<file path="config.mk">
export PLATFORM = sky130hd
export DESIGN_NAME = dag_top
export DESIGN_NICKNAME = d
export VERILOG_FILES = /design/src/rtl/dag_pkg.sv /design/src/rtl/dag_regs.sv /design/src/rtl/dag_decode.sv /design/src/rtl/dag_addr_calc.sv /design/src/rtl/dag_region.sv /design/src/rtl/dag_top.sv
export SDC_FILE = /design/constraint.sdc
export NUM_CORES = 1
export LEC_CHECK = 0
export BUFFER_PORTS_ARGS = -buffer_cell sky130_fd_sc_hd__clkbuf_2
export CAP_MARGIN = 25
export CORE_ASPECT_RATIO = 1.5
export CORE_MARGIN = 2
export CORE_UTILIZATION = 35
export CTS_CLUSTER_DIAMETER = 40
export CTS_CLUSTER_SIZE = 30
export DETAILED_ROUTE_END_ITERATION = 12
export GPL_ROUTABILITY_DRIVEN = 0
export REMOVE_ABC_BUFFERS = 1
export SYNTH_ARGS = -nofsm -noshare
export SYNTH_HDL_FRONTEND = slang
export SYNTH_SLANG_ARGS = --single-unit
</file>
<file path="constraint.sdc">
create_clock -name clk_i -period 3.16 [get_ports clk_i]
set_clock_uncertainty 0.1 [all_clocks]
set_input_delay 0.158 -clock clk_i [delete_from_list [all_inputs] [get_ports clk_i]]
set_output_delay 0.158 -clock clk_i [all_outputs]
set_load 0.02 [all_outputs]
</file>
<file path="src/rtl/dag_pkg.sv">
package dag_pkg;
  localparam int unsigned ADDR_W  = 16;
  localparam int unsigned OFS_W   = 7;
  localparam int unsigned INSTR_W = 16;
  localparam int unsigned IND_BIT = 7;
  localparam int unsigned PAGE_W  = ADDR_W - OFS_W;
  localparam logic [ADDR_W-1:0] MMR_LAST = 16'h005F;
  localparam logic [ADDR_W-1:0] SCR_LAST = 16'h007F;

  typedef enum logic {
    MODE_PAGE = 1'b0,
    MODE_SP   = 1'b1
  } dag_mode_e;
endpackage

</file>
<file path="src/rtl/dag_regs.sv">
module dag_regs #(
  parameter int unsigned ADDR_W = dag_pkg::ADDR_W,
  parameter int unsigned PAGE_W = dag_pkg::PAGE_W
) (
  input  logic              clk_i,
  input  logic              rst_ni,
  input  logic              page_ld_i,
  input  logic [PAGE_W-1:0] page_val_i,
  input  logic              sp_ld_i,
  input  logic [ADDR_W-1:0] sp_val_i,
  input  logic              mode_ld_i,
  input  logic              mode_val_i,
  output logic [PAGE_W-1:0] page_o,
  output logic [ADDR_W-1:0] sp_o,
  output dag_pkg::dag_mode_e mode_o
);
  logic [PAGE_W-1:0]  page_q;
  logic [ADDR_W-1:0]  sp_q;
  dag_pkg::dag_mode_e mode_q;

  always_ff @(posedge clk_i or negedge rst_ni) begin
    if (!rst_ni) begin
      page_q <= '0;
      sp_q   <= '0;
      mode_q <= dag_pkg::MODE_PAGE;
    end else begin
      if (page_ld_i) page_q <= page_val_i;
      if (sp_ld_i)   sp_q   <= sp_val_i;
      if (mode_ld_i) mode_q <= dag_pkg::dag_mode_e'(mode_val_i);
    end
  end

  assign page_o = page_q;
  assign sp_o   = sp_q;
  assign mode_o = mode_q;

  p_page_load_r7: assert property (@(posedge clk_i) disable iff (!rst_ni)
    page_ld_i |=> page_o == $past(page_val_i));
  p_page_keep_r7: assert property (@(posedge clk_i) disable iff (!rst_ni)
    !page_ld_i |=> $stable(page_o));
  p_sp_load_r8: assert property (@(posedge clk_i) disable iff (!rst_ni)
    sp_ld_i |=> sp_o == $past(sp_val_i));
  p_mode_load_r9: assert property (@(posedge clk_i) disable iff (!rst_ni)
    mode_ld_i |=> mode_o == dag_pkg::dag_mode_e'($past(mode_val_i)));
endmodule

</file>
<file path="src/rtl/dag_decode.sv">
module dag_decode #(
  parameter int unsigned INSTR_W = dag_pkg::INSTR_W,
  parameter int unsigned OFS_W   = dag_pkg::OFS_W,
  parameter int unsigned IND_BIT = dag_pkg::IND_BIT
) (
  input  logic               clk_i,
  input  logic               rst_ni,
  input  logic [INSTR_W-1:0] instr_i,
  output logic               direct_o,
  output logic [OFS_W-1:0]   ofs_o
);
  assign direct_o = ~instr_i[IND_BIT];
  assign ofs_o    = instr_i[OFS_W-1:0];

  // opcode field must never reach the decoded operand fields
  p_opcode_ignored_r2: assert property (@(posedge clk_i) disable iff (!rst_ni)
    ($stable(instr_i[IND_BIT:0]) && !$stable(instr_i[INSTR_W-1:IND_BIT+1]))
      |-> ($stable(ofs_o) && $stable(direct_o)));
endmodule

</file>
<file path="src/rtl/dag_addr_calc.sv">
module dag_addr_calc #(
  parameter int unsigned ADDR_W = dag_pkg::ADDR_W,
  parameter int unsigned OFS_W  = dag_pkg::OFS_W,
  parameter int unsigned PAGE_W = ADDR_W - OFS_W
) (
  input  logic [PAGE_W-1:0]  page_i,
  input  logic [ADDR_W-1:0]  sp_i,
  input  dag_pkg::dag_mode_e mode_i,
  input  logic [OFS_W-1:0]   ofs_i,
  output logic [ADDR_W-1:0]  addr_o
);
  localparam int unsigned EXT_W = ADDR_W - OFS_W;

  logic [ADDR_W-1:0] page_addr;
  logic [ADDR_W-1:0] sp_addr;

  assign page_addr = {page_i, ofs_i};
  assign sp_addr   = sp_i + {{EXT_W{1'b0}}, ofs_i};

  always_comb begin
    unique case (mode_i)
      dag_pkg::MODE_SP: addr_o = sp_addr;
      default:          addr_o = page_addr;
    endcase
  end
endmodule

</file>
<file path="src/rtl/dag_region.sv">
module dag_region #(
  parameter int unsigned       ADDR_W   = dag_pkg::ADDR_W,
  parameter logic [ADDR_W-1:0] MMR_LAST = dag_pkg::MMR_LAST,
  parameter logic [ADDR_W-1:0] SCR_LAST = dag_pkg::SCR_LAST
) (
  input  logic [ADDR_W-1:0] addr_i,
  output logic              mmr_o,
  output logic              scr_o
);
  assign mmr_o = (addr_i <= MMR_LAST);
  assign scr_o = (addr_i > MMR_LAST) && (addr_i <= SCR_LAST);

  always_comb begin
    p_region_onehot_r11: assert ($onehot0({mmr_o, scr_o}));
  end
endmodule

</file>
<file path="src/rtl/dag_top.sv">
module dag_top #(
  parameter int unsigned ADDR_W  = dag_pkg::ADDR_W,
  parameter int unsigned OFS_W   = dag_pkg::OFS_W,
  parameter int unsigned INSTR_W = dag_pkg::INSTR_W,
  parameter int unsigned IND_BIT = dag_pkg::IND_BIT,
  parameter logic [ADDR_W-1:0] MMR_LAST = dag_pkg::MMR_LAST,
  parameter logic [ADDR_W-1:0] SCR_LAST = dag_pkg::SCR_LAST
) (
  input  logic                       clk_i,
  input  logic                       rst_ni,
  input  logic                       instr_valid_i,
  input  logic [INSTR_W-1:0]         instr_i,
  input  logic                       page_ld_i,
  input  logic [ADDR_W-OFS_W-1:0]    page_val_i,
  input  logic                       sp_ld_i,
  input  logic [ADDR_W-1:0]          sp_val_i,
  input  logic                       mode_ld_i,
  input  logic                       mode_val_i,
  output logic [ADDR_W-1:0]          addr_o,
  output logic                       addr_vld_o,
  output logic                       mmr_o,
  output logic                       scratch_o
);
  localparam int unsigned PAGE_W = ADDR_W - OFS_W;
  localparam int unsigned EXT_W  = ADDR_W - OFS_W;

  logic [PAGE_W-1:0]  page;
  logic [ADDR_W-1:0]  sp;
  dag_pkg::dag_mode_e mode;
  logic               direct;
  logic [OFS_W-1:0]   ofs;
  logic [ADDR_W-1:0]  addr_c;
  logic               mmr_c, scr_c;
  logic               take;

  dag_regs #(.ADDR_W(ADDR_W), .PAGE_W(PAGE_W)) u_regs (
    .clk_i, .rst_ni,
    .page_ld_i, .page_val_i,
    .sp_ld_i, .sp_val_i,
    .mode_ld_i, .mode_val_i,
    .page_o(page), .sp_o(sp), .mode_o(mode)
  );

  dag_decode #(.INSTR_W(INSTR_W), .OFS_W(OFS_W), .IND_BIT(IND_BIT)) u_decode (
    .clk_i, .rst_ni,
    .instr_i,
    .direct_o(direct), .ofs_o(ofs)
  );

  dag_addr_calc #(.ADDR_W(ADDR_W), .OFS_W(OFS_W), .PAGE_W(PAGE_W)) u_calc (
    .page_i(page), .sp_i(sp), .mode_i(mode), .ofs_i(ofs),
    .addr_o(addr_c)
  );

  dag_region #(.ADDR_W(ADDR_W), .MMR_LAST(MMR_LAST), .SCR_LAST(SCR_LAST)) u_region (
    .addr_i(addr_c), .mmr_o(mmr_c), .scr_o(scr_c)
  );

  assign take = instr_valid_i & direct;

  always_ff @(posedge clk_i or negedge rst_ni) begin
    if (!rst_ni) begin
      addr_o     <= '0;
      addr_vld_o <= 1'b0;
      mmr_o      <= 1'b0;
      scratch_o  <= 1'b0;
    end else begin
      addr_vld_o <= take;
      if (take) begin
        addr_o    <= addr_c;
        mmr_o     <= mmr_c;
        scratch_o <= scr_c;
      end
    end
  end

  p_page_form_r3: assert property (@(posedge clk_i) disable iff (!rst_ni)
    (take && mode == dag_pkg::MODE_PAGE)
      |=> addr_o == {$past(page), $past(instr_i[OFS_W-1:0])});
  p_sp_form_r4: assert property (@(posedge clk_i) disable iff (!rst_ni)
    (take && mode == dag_pkg::MODE_SP)
      |=> addr_o == $past(sp) + {{EXT_W{1'b0}}, $past(instr_i[OFS_W-1:0])});
  p_indirect_hold_r5: assert property (@(posedge clk_i) disable iff (!rst_ni)
    (instr_valid_i && instr_i[IND_BIT])
      |=> (!addr_vld_o && $stable(addr_o) && $stable(mmr_o) && $stable(scratch_o)));
  p_latency_r6: assert property (@(posedge clk_i) disable iff (!rst_ni)
    (instr_valid_i && !instr_i[IND_BIT]) |=> addr_vld_o);
  p_idle_hold_r6: assert property (@(posedge clk_i) disable iff (!rst_ni)
    !instr_valid_i |=> (!addr_vld_o && $stable(addr_o)));
  p_mmr_range_r10: assert property (@(posedge clk_i) disable iff (!rst_ni)
    mmr_o |-> addr_o <= MMR_LAST);
  p_scr_range_r11: assert property (@(posedge clk_i) disable iff (!rst_ni)
    scratch_o |-> (addr_o > MMR_LAST && addr_o <= SCR_LAST));
endmodule

</file>
* Word-level counts from Yosys, hierarchy flattened
Index checks and enable logic that the tools add are counted.
Word-level totals: register bits after elaboration 45, output and inout port bits 19, logic and storage cells 15
Cells by class: add/sub/neg operators 1, order comparisons 3, multiplexer cells 1, bitwise operators 2, reduce and logical (&&, ||, !) cells 1
Operator list (count):
- 16-bit by 7-bit less-or-equal comparator with 1-bit output (second input constant) | 2
- 16-bit by 7-bit adder with 16-bit output | 1
- 16-bit by 7-bit greater-than comparator with 1-bit output (second input constant) | 1
- 16-bit 2-to-1 mux | 1
- 1-bit AND | 1
- 1-bit logical AND | 1
- 1-bit NOT | 1

* Depth between registers and ports, before layout
Gate-level depths: netlist (run 1).
word-level depth 4, depth in mapped cells 9

* By module
A second synthesis (run 1) with hierarchy kept.
Unflattened totals: cell total of the unflattened synthesis 206, area total of the unflattened synthesis 2556.2 um2
Modules (own cells, without submodules):
- dag_regs | instances 1, cells an instance 55, area each 1017.2 um2, seq. area each 650.6 um2
- dag_top | instances 1, cells an instance 40, area each 747.0 um2, seq. area each 475.5 um2
- dag_addr_calc | instances 1, cells an instance 98, area each 685.7 um2, seq. area each 0.0 um2
- dag_decode | instances 1, cells an instance 8, area each 56.3 um2, seq. area each 0.0 um2
- dag_region | instances 1, cells an instance 5, area each 50.0 um2, seq. area each 0.0 um2

* Worst setup path after synthesis (run 1)
No wires, ideal clock.
kind register to register, start point register u_regs.sp_q[0], in the netlist u_regs.sp_o[0], end point register mmr_o, setup time 110 ps, arrival time 2388 ps, setup slack 561 ps, cell stages (with the launch flop) 10, buffers on the path 0, clock period less this slack 2599 ps, path through dfrtp_1 ha_1 fa_1 a211oi_1 o211a_1 nor3_1 nand3b_1 a221oi_1 nand4_1 o41ai_1
On the way: longest elaborated chain between the ends 3
Ends and longest elaborated chain:
- from (decl) | RTL line dag_regs.sv:18 | logic [ADDR_W-1:0] sp_q;
- from (signal assigned) | RTL line dag_regs.sv:28 | if (sp_ld_i) sp_q <= sp_val_i;
- 16-bit by 7-bit adder with 16-bit output | RTL line dag_addr_calc.sv:18 | assign sp_addr = sp_i + {{EXT_W{1'b0}}, ofs_i};
- 16-bit 2-to-1 mux | RTL line dag_addr_calc.sv:21 | unique case (mode_i)
- 16-bit by 7-bit less-or-equal comparator with 1-bit output | RTL line dag_region.sv:10 | assign mmr_o = (addr_i <= MMR_LAST);
- to (signal assigned) | RTL line dag_top.sv:71 | mmr_o <= mmr_c;
- to (decl) | RTL line dag_top.sv:21 | output logic mmr_o,
No other way between the ends. A chain may end at the register's enable or synchronous reset.

* Worst setup path after layout (run 1)
start point register u_regs.sp_q[0], in the netlist u_regs.sp_o[0], end point register scratch_o
On the way: longest elaborated chain between the ends 4
Ends and longest elaborated chain:
- 16-bit by 7-bit adder with 16-bit output * | RTL line dag_addr_calc.sv:18
- 16-bit 2-to-1 mux * | RTL line dag_addr_calc.sv:21
- 16-bit by 7-bit greater-than comparator with 1-bit output or 16-bit by 7-bit less-or-equal comparator with 1-bit output (tied branches) | RTL line dag_region.sv:11 | assign scr_o = (addr_i > MMR_LAST) && (addr_i <= SCR_LAST);
- 1-bit logical AND * | RTL line dag_region.sv:11
- to (signal assigned) | RTL line dag_top.sv:72 | scratch_o <= scr_c;
- to (decl) | RTL line dag_top.sv:22 | output logic scratch_o
Every way passes the cells marked *; elsewhere a longest branch is shown, timed or not.

==> results.yml, run 1 <==
timing:
  maxSlewHeadroom_pct: 51.0
  period_share_pct: 92.5
  setup_tns_ns: 0
  timing.final.ws_setup_ns: 0.238
  max_freq_mhz: 342
  tightest_slew_ns: 0.735
  min_period_ns: 2.92
  hold_viol: 0
  final-setup-viol-count: 0
  rsz0062_at_grt: "false"
  maxSlewViolCount: 0
die:
  rows: 36
  die_h_um: 104
  die_x_um: 70.9
  start_util_pct: 36.2
  die_area_um2: 7390
  core-area_um2: 6490
  io_pins: 67
yosys:
  synth_seq_cells: 45
  synth_edf_count: 0
  synth_flop_cell: "dfrtp_1"
  synth-simple-area-share_pct: 10.1
  async_reset_ff_share_pct: 100
  syn_area_um2: 2350
  synth-xor-area-share_pct: 4.10
  yosysWarnings: 0
  synth-seq-area-share_pct: 48.0
  synth_cell_types: 40
  muxShareOfSynthArea_pct: 15.0
  avgSynthCellArea_um2: 11.1
  synth-compound-area-share_pct: 14.5
  synth-adder-area-share_pct: 4.58
  synth_top_family_by_area: "multiplexers"
  synthCells: 212
final_layout:
  multi_input_area_um2: 1160
  layout-drive-gt1-share_pct: 37.5
  fin_nets: 346
  seqCellArea_um2: 1130
  num_antenna_cells: 0
  final_cell_mix: "clkbuf_2 (58), dfrtp_1 (45), mux2_2 (25)"
  fill_cells: 694
  syn2layout_area_growth_pct: 29.0
  final_common_cell: "clkbuf_2"
outcome:
  status: "finished, final reports clean"
cts:
  clk_pin_slew_ns: 0.08
  cts_sinks: 45
  cts_root_buf: "clkbuf_8"
  clk_latency_ns: 0.29
  h-tree-depth: 2
  ctsLongestPathBuffers: 2
  cts_buffers: 5
  cts_tree: "yes"
flow_run:
  drv_cap: 0
global_route:
  grt_pass1_vias: 1836
  grt_overflow_total: 0
  grt_pass1_wl_um: 8340
  grt_usage_pct: 14.0
  grt_antenna_before_repair: 0
  grt_max_degree: 28
worst_setup_path:
  cp-end-kind: "register"
  r2r_cells: 9
  crit_required_ns: 3.25
  cp_max_fo: 4
  critPathArrivalTime_ns: 3.01
  cp-startpoint: "u_regs.sp_o[0]$_DFFE_PN0P_"
  crit_path_start_kind: "register"
  r2r_slack_ns: 0.24
  r2r_end: "scratch_o$_DFFE_PN0P_"
  crit_path_end: "scratch_o$_DFFE_PN0P_"
  r2r_start: "u_regs.sp_o[0]$_DFFE_PN0P_"
  crit_type: "register to register"
min_path:
  hold_depth: 2
  hold_class: "primary input to register"
detailed_routing:
  postRouteAntennaNets: 0
  viasPerCell: 5.06
  num_vias: 1857
  drt_iter0_drc: 69
  routedWlPerCell_um: 13.7
  wl_um: 5020
  drt_pass1_iterations: 4
  drc_errors: 0
placed_design:
  dp_worst_setup_slack_ns: 0.192
  place_hpwl_um: 3800
  port_buffers: 58
power_and_ir_drop:
  clkPwrFrac_pct: 28.3
  p_leak_nw: 1.43
  switching_share_pct: 29.6
  p_comb_share_pct: 26.7
  ir_drop_uv: 216
  seqPwrFrac_pct: 45.0
  switchingPower_w: 0.000463
  power.internal_w: 0.00110
  pwr_density_cell_nw_per_um2: 516
layout make-up:
type / count / area share (%)
well taps: 76 / 3.14
clock inverters: 1 / 0.992
inverters: 5 / 0.620
repair buffers: 81 / 16.9
clock buffers: 7 / 2.85
flip-flops and latches: 45 / 37.2
multi-input cells: 152 / 38.3
flip-flops by register name, indices dropped and copies added, names as in the netlist:
name	count
addr_o	16
u_regs.sp_o	16
u_regs.page_o	9
addr_vld_o	1
mmr_o	1
scratch_o	1
u_regs.mode_o	1
synthesized netlist by cell type, types with 2 or more instances:
| library cell | n | area, um2 |
|---|---|---|
| mux2i_1 | 7 | 70.1 |
| xnor2_1 | 6 | 52.6 |
| nand2_1 | 22 | 82.6 |
| nor3_1 | 2 | 10.0 |
| a211o_1 | 2 | 17.5 |
| nand4_1 | 2 | 12.5 |
| o211a_1 | 2 | 20.0 |
| a21boi_0 | 2 | 15.0 |
| a21o_1 | 2 | 15.0 |
| and2b_2 | 3 | 26.3 |
| clkbuf_1 | 6 | 22.5 |
| nor2_1 | 6 | 22.5 |
| ha_1 | 7 | 87.6 |
| a31o_2 | 2 | 17.5 |
| mux2_2 | 25 | 282 |
| nand3_1 | 3 | 15.0 |
| and2_1 | 2 | 12.5 |
| xor2_1 | 5 | 43.8 |
| or2_2 | 3 | 18.8 |
| dfrtp_1 | 45 | 1130 |
| a21oi_1 | 14 | 70.1 |
| clkbuf_8 | 3 | 41.3 |
| inv_1 | 4 | 15.0 |
| o41ai_1 | 2 | 17.5 |
| o21ai_0 | 20 | 100 |
worst min path at each step:
stage,from,to,slack [ns]
final,sp_val_i[5],u_regs.sp_o[5]$_DFFE_PN0P_,0.008
after global routing,sp_val_i[5],u_regs.sp_o[5]$_DFFE_PN0P_,0.001
after CTS,sp_val_i[8],u_regs.sp_o[8]$_DFFE_PN0P_,0.0005
after detailed placement,rst_ni,u_regs.sp_o[4]$_DFFE_PN0P_,0.05
after global placement,rst_ni,u_regs.sp_o[4]$_DFFE_PN0P_,0.04
after floorplan,rst_ni,addr_o[0]$_DFFE_PN0P_,-0.24
timing repair:
item / in CTS / in global routing
hold buffers: 16 / 3
setup buffers: 0 / 0
endpoints found under the setup margin: 0 / 2
resized for setup: 0 / 5
endpoints found under the hold margin: 34 / 3
cell families (layout without fill, tap and decap cells):
family,after synthesis,count (layout)
XOR/XNOR,11,11
buffers and inverters,15,94
multiplexers,32,32
adder cells (fa/ha/maj),8,8
AND/OR/NAND/NOR,48,48
flip-flops,45,45
AO/OA/AOI/OAI,53,53
power by group through the flow:
stage	sequential (W)	clock [W]	combinational, W
floorplan	0.000761	0	0.000208
global placement	0.000714	0	0.000389
detailed placement	0.000716	0	0.000397
CTS	0.000704	0.000456	0.000414
global route	0.000715	0.000477	0.000464
finish	0.000703	0.000442	0.000418
metrics by stage:
| stage | total power, W | util [%] | cells | cell area [um2] | hold slack, ns |
|---|---|---|---|---|---|
| floorplan | 0.000968 | - | 202 | 2280 | -0.238 |
| global placement | 0.00110 | 41.5 | 340 | 2690 | 0.0446 |
| detailed placement | 0.00111 | 41.5 | 340 | 2690 | 0.0528 |
| CTS | 0.00157 | 45.8 | 364 | 2970 | 0.000470 |
| global route | 0.00166 | 46.7 | 367 | 3030 | 0.00101 |
| finish | 0.00156 | 46.7 | 367 | 3030 | 0.00782 |
routing by layer:
metal / up-vias / part of all wire (%) / global-route usage, %
met5: - / 0 / 0
met4: 0 / 1.7 / 5.53
met3: 6 / 3.1 / 2.33
met2: 32 / 53 / 24.8
met1: 904 / 42 / 16.4
li1: 915 / - / -
worst max-delay path: stages (launching register included):
cell and delay [ns]:
dfrtp_1 0.38, ha_1 0.22, fa_1 0.44, a211oi_2 0.28, o211a_1 0.23, nor3_1 0.07
nand3b_1 0.22, a221oi_2 0.30, nand4_1 0.22, o41ai_2 0.35
No activity file was read; power rests on OpenSTA's default activity.
==> run 2, diff against run 1 <==
- CTS_BUF_LIST: not set -> sky130_fd_sc_hd__clkbuf_16
- clock period: 3.16 -> 3.6 ns (I/O delays scaled with it)
==> results.yml, run 2 (same netlist as run 1, synthesis figures left out) <==
detailed_routing:
  viasPerCell: 5.04
  wl_um: 4950
  drt_pass1_iterations: 4
  routedWlPerCell_um: 14.2
  num_vias: 1755
  drt_iter0_drc: 71
  drc_errors: 0
  postRouteAntennaNets: 0
die:
  io_pins: 67
  core-area_um2: 6490
  die_x_um: 70.9
  die_area_um2: 7390
  rows: 36
  start_util_pct: 36.2
  die_h_um: 104
global_route:
  grt_max_degree: 46
  grt_antenna_before_repair: 0
  grt_overflow_total: 0
  grt_pass1_vias: 1757
  grt_usage_pct: 14.1
  grt_pass1_wl_um: 8310
cts:
  cts_root_buf: "clkbuf_16"
  cts_setup_buffers: 0
  cts_resized: 0
  ctsLongestPathBuffers: 2
  cts_tree: "yes"
  cts_buffers: 5
  h-tree-depth: 2
  cts_sinks: 45
  clk_pin_slew_ns: 0.06
  cts_hold_buffers: 1
  clk_latency_ns: 0.28
worst_setup_path:
  crit_type: "register to register"
  crit_required_ns: 3.67
  cp_slowest_stage_delay_ns: 0.44
  crit_path_top_delay_cell: "fa_1"
  r2r_cells: 9
  path_cells: "ha_1 -> fa_1 -> a211oi_1 -> o211a_1 -> or4_2 -> nand3_1 -> a221oi_2 -> nand4_1 -> o41ai_1"
  cp_max_fo: 4
  r2r_end: "scratch_o$_DFFE_PN0P_"
  cp-end-kind: "register"
  crit_path_start_kind: "register"
  critPathArrivalTime_ns: 3.05
  r2r_start: "u_regs.sp_o[0]$_DFFE_PN0P_"
  r2r_slack_ns: 0.61
final_layout:
  num_antenna_cells: 0
  multi_input_area_um2: 1130
  syn2layout_area_growth_pct: 22.7
  final_common_cell: "clkbuf_2"
  fin_util_pct: 44.4
  fin_nets: 327
  seqCellArea_um2: 1130
  final_cell_mix: "clkbuf_2 (58), dfrtp_1 (45), mux2_2 (25)"
  layout-drive-gt1-share_pct: 37.9
  fill_cells: 652
timing:
  final-setup-viol-count: 0
  setup_tns_ns: 0
  maxSlewHeadroom_pct: 62.2
  hold_viol: 0
  maxSlewViolCount: 0
  rsz0062_at_grt: "false"
  period_share_pct: 83.0
  min_period_ns: 2.99
  max_freq_mhz: 335
  tightest_slew_ns: 0.553
outcome:
  status: "finished, final reports clean"
power_and_ir_drop:
  ir_drop_uv: 183
  pwr_density_cell_nw_per_um2: 511
  fin_total_pwr_w: 0.00147
  p_leak_nw: 1.37
min_path:
  hold_end: "u_regs.page_o[0]$_DFFE_PN0P_"
  hold_class: "primary input to register"
  hold_depth: 3
  hp-start: "page_val_i[0]"
placed_design:
  place_hpwl_um: 3750
  port_buffers: 58
flow_run:
  drv_cap: 0
## run 2: changes by cell type in the layout (fill, tap and decap cells not counted), sizes merged
cell / before / now
dlygate4sd3: 19 / 1
inv: 4 / 5
clkbuf: 65 / 63
clkinv: 1 / 2
buf: 4 / 3
## run 2: per-layer routing
layer	track usage (%)	wire (um)	vias up
li1	-	-	875
met1	16.9	2050	843
met2	24.8	2680	31
met3	2.52	165	6
met4	4.85	62	0
met5	0	0	-
## run 2: worst max-delay path, delay by kind of cell, from the launching register on
| kind | cells | cell delay [ns] |
|---|---|---|
| adder cells (fa/ha/maj) | 2 | 0.66 |
| AO/OA/AOI/OAI | 4 | 1.28 |
| AND/OR/NAND/NOR | 3 | 0.46 |
| flip-flops | 1 | 0.38 |
## run 2: cell type report
class	count	share of cell area, %
clock buffers	5	4.35
clock inverters	3	1.30
inverters	5	0.652
multi-input cells	152	39.4
flip-flops and latches	45	39.1
well taps	76	3.30
repair buffers	62	11.9
## run 2: how the worst max path moves through the flow
stage	startpoint	end	slack, ns	depth (start not counted)
after floorplan	u_regs.sp_o[0]$_DFFE_PN0P_	mmr_o$_DFFE_PN0P_	0.97	9
after global placement	u_regs.sp_o[0]$_DFFE_PN0P_	mmr_o$_DFFE_PN0P_	0.64	9
after detailed placement	u_regs.sp_o[0]$_DFFE_PN0P_	scratch_o$_DFFE_PN0P_	0.57	9
after CTS	u_regs.sp_o[0]$_DFFE_PN0P_	scratch_o$_DFFE_PN0P_	0.54	9
after global routing	u_regs.sp_o[0]$_DFFE_PN0P_	scratch_o$_DFFE_PN0P_	0.46	9
final	u_regs.sp_o[0]$_DFFE_PN0P_	scratch_o$_DFFE_PN0P_	0.61	9
## run 2: power by group
| part | total [W] | switching [W] | internal (W) |
|---|---|---|---|
| Sequential | 0.000614 | 0.0000426 | 0.000572 |
| Combinational | 0.000354 | 0.000196 | 0.000158 |
| Clock | 0.000503 | 0.000180 | 0.000322 |
| Total | 0.00147 | 0.000419 | 0.00105 |
## run 2: stage by stage
step | hold WS [ns] | setup slack, ns | instance area (um2) | std cells
finish | 0.00656 | 0.611 | 2880 | 348
global route | 0.0257 | 0.458 | 2880 | 348
CTS | 0.00778 | 0.539 | 2850 | 347
detailed placement | 0.204 | 0.566 | 2680 | 338
global placement | 0.200 | 0.642 | 2680 | 338
floorplan | -0.216 | 0.971 | 2280 | 202
